File: config.mk
export PLATFORM = sky130hd
export DESIGN_NAME = strobe_latched_sram
export DESIGN_NICKNAME = d
export VERILOG_FILES = /design/src/rtl/sram_pkg.sv /design/src/rtl/sram_ctrl.sv /design/src/rtl/sram_array.sv /design/src/rtl/strobe_latched_sram.sv
export SDC_FILE = /design/constraint.sdc
export NUM_CORES = 2
export LEC_CHECK = 0
export CAP_MARGIN = 5
export CORE_ASPECT_RATIO = 2
export CORE_UTILIZATION = 32
export CTS_BUF_LIST = sky130_fd_sc_hd__clkbuf_16
export DETAILED_ROUTE_END_ITERATION = 8
export DONT_BUFFER_PORTS = 1
export HOLD_SLACK_MARGIN = 0.05
export PLACE_DENSITY_LB_ADDON = 0.12
export SYNTH_ARGS = -nofsm -noshare
export SYNTH_HDL_FRONTEND = slang
export SYNTH_SLANG_ARGS = --single-unit
File: constraint.sdc
create_clock -name clk -period 1.4 [get_ports clk]
set_input_delay 0.21 -clock clk [delete_from_list [all_inputs] [get_ports clk]]
set_output_delay 0.21 -clock clk [all_outputs]
set_load 0.02 [all_outputs]
File: src/rtl/sram_pkg.sv
package sram_pkg;
  typedef struct packed {
    logic ce_n;
    logic we_n;
  } strobe_t;

  localparam strobe_t STROBE_IDLE = '{ce_n: 1'b1, we_n: 1'b1};
endpackage

File: src/rtl/sram_ctrl.sv
module sram_ctrl
  import sram_pkg::*;
#(
  parameter int ADDR_W = 10,
  parameter int DATA_W = 4
) (
  input  logic              clk,
  input  logic              rst_n,
  input  logic              ce_n,
  input  logic              we_n,
  input  logic [ADDR_W-1:0] addr,
  input  logic [DATA_W-1:0] din,
  output logic              rst_n_int,
  output logic              ce_q,
  output logic              we_q,
  output logic [ADDR_W-1:0] lat_addr,
  output logic [DATA_W-1:0] wdata,
  output logic              wr_commit,
  output logic              rd_live
);
  localparam int SYNC_STAGES = 2;

  logic [SYNC_STAGES-1:0] rst_pipe;
  strobe_t                stb_pipe [SYNC_STAGES];
  logic [ADDR_W-1:0]      adr_pipe [SYNC_STAGES];
  logic [DATA_W-1:0]      dat_pipe [SYNC_STAGES];
  strobe_t                stb_prev;
  logic [DATA_W-1:0]      dat_prev;
  logic [ADDR_W-1:0]      lat_addr_nxt;
  logic                   ce_fall;

  // reset: asserted at once, released on the clock
  always_ff @(posedge clk or negedge rst_n) begin
    if (!rst_n) rst_pipe <= '0;
    else        rst_pipe <= {rst_pipe[SYNC_STAGES-2:0], 1'b1};
  end
  assign rst_n_int = rst_pipe[SYNC_STAGES-1];

  generate
    for (genvar s = 0; s < SYNC_STAGES; s++) begin : g_sync
      if (s == 0) begin : g_first
        always_ff @(posedge clk or negedge rst_n_int) begin
          if (!rst_n_int) begin
            stb_pipe[s] <= STROBE_IDLE;
            adr_pipe[s] <= '0;
            dat_pipe[s] <= '0;
          end else begin
            stb_pipe[s] <= '{ce_n: ce_n, we_n: we_n};
            adr_pipe[s] <= addr;
            dat_pipe[s] <= din;
          end
        end
      end else begin : g_rest
        always_ff @(posedge clk or negedge rst_n_int) begin
          if (!rst_n_int) begin
            stb_pipe[s] <= STROBE_IDLE;
            adr_pipe[s] <= '0;
            dat_pipe[s] <= '0;
          end else begin
            stb_pipe[s] <= stb_pipe[s-1];
            adr_pipe[s] <= adr_pipe[s-1];
            dat_pipe[s] <= dat_pipe[s-1];
          end
        end
      end
    end
  endgenerate

  assign ce_q = stb_pipe[SYNC_STAGES-1].ce_n;
  assign we_q = stb_pipe[SYNC_STAGES-1].we_n;

  always_comb begin
    ce_fall      = stb_prev.ce_n & ~ce_q;
    wr_commit    = ~stb_prev.ce_n & ~stb_prev.we_n & (ce_q | we_q);
    rd_live      = ~stb_prev.ce_n & ~ce_q & we_q;
    lat_addr_nxt = lat_addr;
    if (ce_fall) lat_addr_nxt = adr_pipe[SYNC_STAGES-1];
  end

  always_ff @(posedge clk or negedge rst_n_int) begin
    if (!rst_n_int) begin
      stb_prev <= STROBE_IDLE;
      dat_prev <= '0;
      lat_addr <= '0;
    end else begin
      stb_prev <= stb_pipe[SYNC_STAGES-1];
      dat_prev <= dat_pipe[SYNC_STAGES-1];
      lat_addr <= lat_addr_nxt;
    end
  end

  assign wdata = dat_prev;

  p_latch_hold_r2: assert property (@(posedge clk) disable iff (!rst_n_int)
    !ce_fall |=> $stable(lat_addr));
  p_latch_take_r2: assert property (@(posedge clk) disable iff (!rst_n_int)
    ce_fall |=> lat_addr == $past(adr_pipe[SYNC_STAGES-1]));
  p_commit_single_r8: assert property (@(posedge clk) disable iff (!rst_n_int)
    wr_commit |=> !wr_commit);
endmodule

File: src/rtl/sram_array.sv
module sram_array #(
  parameter int ADDR_W   = 10,
  parameter int DATA_W   = 4,
  parameter int COL_BITS = 4
) (
  input  logic              clk,
  input  logic              wr_en,
  input  logic              rd_en,
  input  logic [ADDR_W-1:0] adr,
  input  logic [DATA_W-1:0] wdata,
  output logic [DATA_W-1:0] rdata
);
  localparam int ROW_BITS = ADDR_W - COL_BITS;
  localparam int ROWS     = 1 << ROW_BITS;
  localparam int ROW_W    = DATA_W << COL_BITS;

  logic [ROW_W-1:0]    rows [ROWS];
  logic [ROW_BITS-1:0] row_sel;
  logic [COL_BITS-1:0] col_sel;

  assign row_sel = adr[ADDR_W-1:COL_BITS];
  assign col_sel = adr[COL_BITS-1:0];

  always_ff @(posedge clk) begin
    if (wr_en) rows[row_sel][col_sel*DATA_W +: DATA_W] <= wdata;
  end

  always_ff @(posedge clk) begin
    if (rd_en) rdata <= rows[row_sel][col_sel*DATA_W +: DATA_W];
  end
endmodule

File: src/rtl/strobe_latched_sram.sv
module strobe_latched_sram #(
  parameter int ADDR_W   = 10,
  parameter int DATA_W   = 4,
  parameter int COL_BITS = 4
) (
  input  logic              clk,
  input  logic              rst_n,
  input  logic              ce_n,
  input  logic              we_n,
  input  logic [ADDR_W-1:0] addr,
  input  logic [DATA_W-1:0] din,
  output logic [DATA_W-1:0] dout,
  output logic              dout_en
);
  logic              rst_n_int;
  logic              ce_q;
  logic              we_q;
  logic [ADDR_W-1:0] lat_addr;
  logic [DATA_W-1:0] wdata;
  logic              wr_commit;
  logic              rd_live;
  logic [DATA_W-1:0] rdata;
  logic              oe_r;
  logic              oe_nxt;

  sram_ctrl #(.ADDR_W(ADDR_W), .DATA_W(DATA_W)) u_ctrl (
    .clk(clk), .rst_n(rst_n), .ce_n(ce_n), .we_n(we_n),
    .addr(addr), .din(din), .rst_n_int(rst_n_int),
    .ce_q(ce_q), .we_q(we_q), .lat_addr(lat_addr), .wdata(wdata),
    .wr_commit(wr_commit), .rd_live(rd_live)
  );

  sram_array #(.ADDR_W(ADDR_W), .DATA_W(DATA_W), .COL_BITS(COL_BITS)) u_array (
    .clk(clk), .wr_en(wr_commit), .rd_en(rd_live),
    .adr(lat_addr), .wdata(wdata), .rdata(rdata)
  );

  always_comb oe_nxt = rd_live;

  always_ff @(posedge clk or negedge rst_n_int) begin
    if (!rst_n_int) oe_r <= 1'b0;
    else            oe_r <= oe_nxt;
  end

  assign dout_en = oe_r;
  assign dout    = oe_r ? rdata : '0;

  p_z_idle_r4: assert property (@(posedge clk) disable iff (!rst_n_int)
    ce_q |=> !dout_en);
  p_z_write_r5: assert property (@(posedge clk) disable iff (!rst_n_int)
    !we_q |=> !dout_en);
endmodule

After elaboration in Yosys (flattened, before gate mapping)
Memory sizes are Yosys's and may differ from the RTL's. Index checks and enable logic that the tools add are counted.

Logic and storage cells: 32. Memories kept: 1. Bits in writable memories: 4096. Bits of input ports: 18. Output and inout bits: 5. Register bits: 55.

$add $sub $neg: 1. Shift operators: 3. Muxes and demuxes: 3. Bitwise gates (word level): 9.

Memories: u_array.rows (depth 64, bits a word 64, rd ports 1, clocked after Yosys merged registers in 0, wr ports 1, RTL line sram_array.sv:17) `logic [ROW_W-1:0] rows [ROWS];`.

Operators by type and width (number): 64-bit two-way mux (1); 4-bit by 34-bit variable shift with 64-bit output, first input constant (1); 4-bit by 34-bit variable part select with 64-bit output (1); 64-bit by 7-bit variable part select with 4-bit output (1); 6-bit negation with 34-bit output (1); 1-bit AND (5); 4-bit two-way mux (1); 1-bit NOT (3); 1-bit two-way mux (1); 1-bit OR (1).

Logic depth before layout (Yosys ltp)
Depth after elaboration: 5. Mapped depth: 14. Gate-level depth less buffers: 9.

By module
A second synthesis with hierarchy kept.

Cell total of the unflattened synthesis: 9598. Area, all modules: 161766.4 um^2.

Modules (own cells, without submodules): sram_array (area each 160262.5 um^2, cells each 9527, times used 1, sequential area each 123118.1 um^2); sram_ctrl (area each 1453.9 um^2, cells each 66, times used 1, sequential area each 1258.7 um^2); strobe_latched_sram (area each 50.0 um^2, cells each 5, times used 1, sequential area each 25.0 um^2).

Worst setup path before layout
No wires, ideal clock.

Path kind: reg-to-reg. From: register u_ctrl.lat_addr[1]. To: memory u_array.rows[0][10] (netlist bit), data pin. Arrival: 3.506 ns. Setup time: 0.500 ns. Clock period less this slack: 4.005 ns. Path buffers: 2. Required time: 0.900 ns. Cell stages (with the launch flop): 8. Setup slack: -2.605 ns. Cell sequence: dfrtp_1 clkbuf_1 clkinv_1 ha_1 clkbuf_1 nor3b_1 nand2_1 nor2_1.

Cells in the longest elaborated chain, start to end: 2.

Ends and longest elaborated chain: start, declared (RTL line sram_ctrl.sv:16) `output logic [ADDR_W-1:0] lat_addr,`; start signal, assigned (RTL line sram_ctrl.sv:88) `lat_addr <= lat_addr_nxt;`; 6-bit negation with 34-bit output (RTL line sram_array.sv:25) `if (wr_en) rows[row_sel][col_sel*DATA_W +: DATA_W] <= wdata;`; 4-bit by 34-bit variable part select with 64-bit output (RTL line sram_array.sv:25); end, declared (RTL line sram_array.sv:17).

No other way between the ends.

Final worst setup path
From: register u_ctrl.lat_addr[5]. To: register u_array.rdata[0], data pin.

Cells in the longest elaborated chain, start to end: 2.

Ends and longest elaborated chain: memory 64 x 64 bit; 64-bit by 7-bit variable part select with 4-bit output (RTL line sram_array.sv:29) `if (rd_en) rdata <= rows[row_sel][col_sel*DATA_W +: DATA_W];`; end signal, assigned (RTL line sram_array.sv:29); end, declared (RTL line sram_array.sv:11) `output logic [DATA_W-1:0] rdata`.

No other way between the ends. A chain may end at the register's enable or synchronous reset.

==> summary.txt <==
status: finished with violations
violated checks: negative setup slack
#FFs+latches synth: 4151
Clk pwr share: 36.0%
commonest non-fill, non-tap cell in the layout: edfxtp_1
post-route ant nets: 0
gp weighted congestion: 0.937
die area: 502000 µm²
first-pass GRT wire length: 1020000 µm
post-layout minimum cycle time: 3980 ps
WP data required: 2180 ps
antenna violations before repair: 76
wire per inst: 41.2 µm
root buffer selected by CTS: clkbuf_16
CP Capture Type: register
nets: 12100
Placed Instances: 18200
Internal Pwr Total: 209 mW
Synth top area share: 77.0%
Iter 0 DRT Violations: 12900
fillers: 44700
share of flip-flops with an asynchronous set or reset: 1.23%
Seq pwr share: 47.3%
gr ovfl total: 0
via-per-instance ratio: 5.71
die width: 502 µm
WHS: 226 ps
cell row count: 366
Peak VDD IR: 1.13 mV
Layout area overhead: 31.8%
initial core utilization: 32.2%
Post-Syn Area: 160000 µm²
min-delay worst type: register to async pin
H-tree depth: 5
Unique masters post-synth: 91
DR pass1 iterations: 6
Post-synth EDFFs: 4100
CP startpoint: u_ctrl.lat_addr[5]
Clock Sinks: 4151
Mean Syn Cell Area: 16.9 µm²
post-synth net total: 9463
reg2reg start: u_ctrl.lat_addr[5]
most used cells in the layout excluding fill and tap cells: edfxtp_1 (4100), buf_4 (2193), nor2_1 (1006), a22oi_1 (862), buf_12 (604)
Reg clk slew, reported paths: 70 ps
sequential area share after synthesis: 77.8%
Synth Instances: 9441
post-synth top area cell: edfxtp_1
crit path DAT: 4770 ps
period utilisation layout: 285%
Worst-Skew Late Latency: 1000 ps
Die H: 1000 µm
Least-Margin Pin Slew: 978 ps
Post-DP HPWL: 565000 µm
final core utilization: 42.4%
R2R depth: 13
final setup vio count: 8211
CTS buffer count: 367
clk buf depth: 4
sw frac: 27.4%
layout cells sized above 1: 34.7%
skew final: 49.5 ps
Max Cap Viol: 0
slack of the critical path: -2580 ps
Ys Warns: 0
Pleak: 66.6 nW
Hold Vio Cnt, Final: 0
Area contributors post-synth: edfxtp_1 (77%), a22oi_1 (4.1%), nor2_1 (2.8%)
RSZ-0062 raised after global routing: yes
GR Util All Layers: 30.3%
Net Sw Power: 78.9 mW
pwr/cell area: 1370 nW/µm²
vias post-DR: 109000
largest net degree at the start of global routing: 65
max-slew violations: 0
vias in the first global route: 110000
core area: 497000 µm²
CP Class: register to register
crit-path max FO: 15
CTS tree: built
PortBufs: 0
final cell count without fillers: 19000
Ports: 23
combinational power share: 16.6%
WL final: 783000 µm
Synth Flop Type: edfxtp_1
slew margin rel.: 34.8%
CP startpoint kind: register
drc violations: 0
Fmax: 251 MHz
[sequential cells by signal (all words and copies together) (netlist names), 2 cells and up]
signal	count
u_ctrl.stb_prev	2
u_ctrl.adr_pipe	20
u_array.rdata	4
u_ctrl.lat_addr	10
u_ctrl.wdata	4
u_ctrl.stb_pipe	2
u_ctrl.dat_pipe	8
u_ctrl.rst_pipe	2
u_array.rows	4096
[path summary, 6_finish.rpt]
path / slack, ps / to
max: -2580 / u_array.rdata[0]
min: 230 / u_ctrl.lat_addr[4]
max reg2reg: -2580 / u_array.rdata[0]
min reg2reg: 230 / u_ctrl.lat_addr[4]
max in group asynchronous: 530 / u_ctrl.adr_pipe[19]
min in group clk: 310 / u_ctrl.stb_pipe[2]
[cells by family after synthesis]
logic type	Yosys count	share of synthesized area, %
xor+xnor	1	0.00548
fa+ha+maj	4	0.0313
flops	4151	77.8
compound gates	2198	10.5
simple gates	1775	4.75
other cells	1	0.00235
buf+inv	755	2.38
mux	556	4.49
[final cells by class]
type	count	area, µm²	share of cell area (%)
timing repair buffer	2978	31300	14.8
sequential	4151	124000	59.1
antenna	45	113	0.0535
multi-input combinational	4535	34700	16.4
clock inverter	291	2390	1.14
tap	6624	8290	3.93
inverter	14	96.3	0.0457
clock buffer	377	9430	4.48
[stage by stage]
stage	area (µm²)	TNS [ps]	power, mW	worst slack [ps]
after global routing	211000	-9823600	293	-2480
after global placement	194000	-	184	-3760
after detailed placement	194000	-	183	-3440
final	211000	-9697670	288	-2580
after CTS	208000	-9854470	287	-2470
after floorplan	160000	-9660220	155	-1320
[power groups by stage]
stage               clock network (mW)  registers [mW]  logic, mW
detailed placement                   0             139       44.4
floorplan                            0             139       15.7
global placement                     0             139       44.5
CTS                                105             136       46.0
finish                             104             136       47.9
global route                       109             136       47.9
[repair_timing]
item	CTS	global route
endpoints found under the setup margin	8211	8211
resized for setup	315	383
pin swaps	40	38
buffers inserted	35	65
cloned	4	14
hold buffers	35	0
hold endpoints to repair	18	0
[metal layers]
layer,vias to the layer above,GRT usage [%],wire length [µm],share of wire (%)
met5,-,0,141,0.018
met4,16,25.4,75300,9.6
met3,1665,4.43,51200,6.5
met2,5769,51.9,392000,50
met1,57600,33.1,265000,34
li1,43600,-,-,-
[critical path: stages (launching register included)]
cell and delay (ps):
dfrtp_4 500, buf_12 180, buf_4 170, nor2_4 290
buf_4 390, buf_12 220, a22oi_1 140, nor2_1 170
o22ai_2 220, a211oi_2 590, a2111oi_4 80, o21a_1 280
buf_12 160, o32ai_1 310
[cell usage after synthesis, drive strengths merged, types with 61 or more instances]
master	instances
mux2	241
nor2	1191
a31oi	117
buf	453
nand3	61
mux2i	210
a22o	138
a41oi	85
o22ai	62
o21ai	136
a221o	76
a21oi	149
nand2	259
mux4	105
a22oi	871
a221oi	327
clkbuf	288
edfxtp	4100
(Power assumes the default switching activity.)
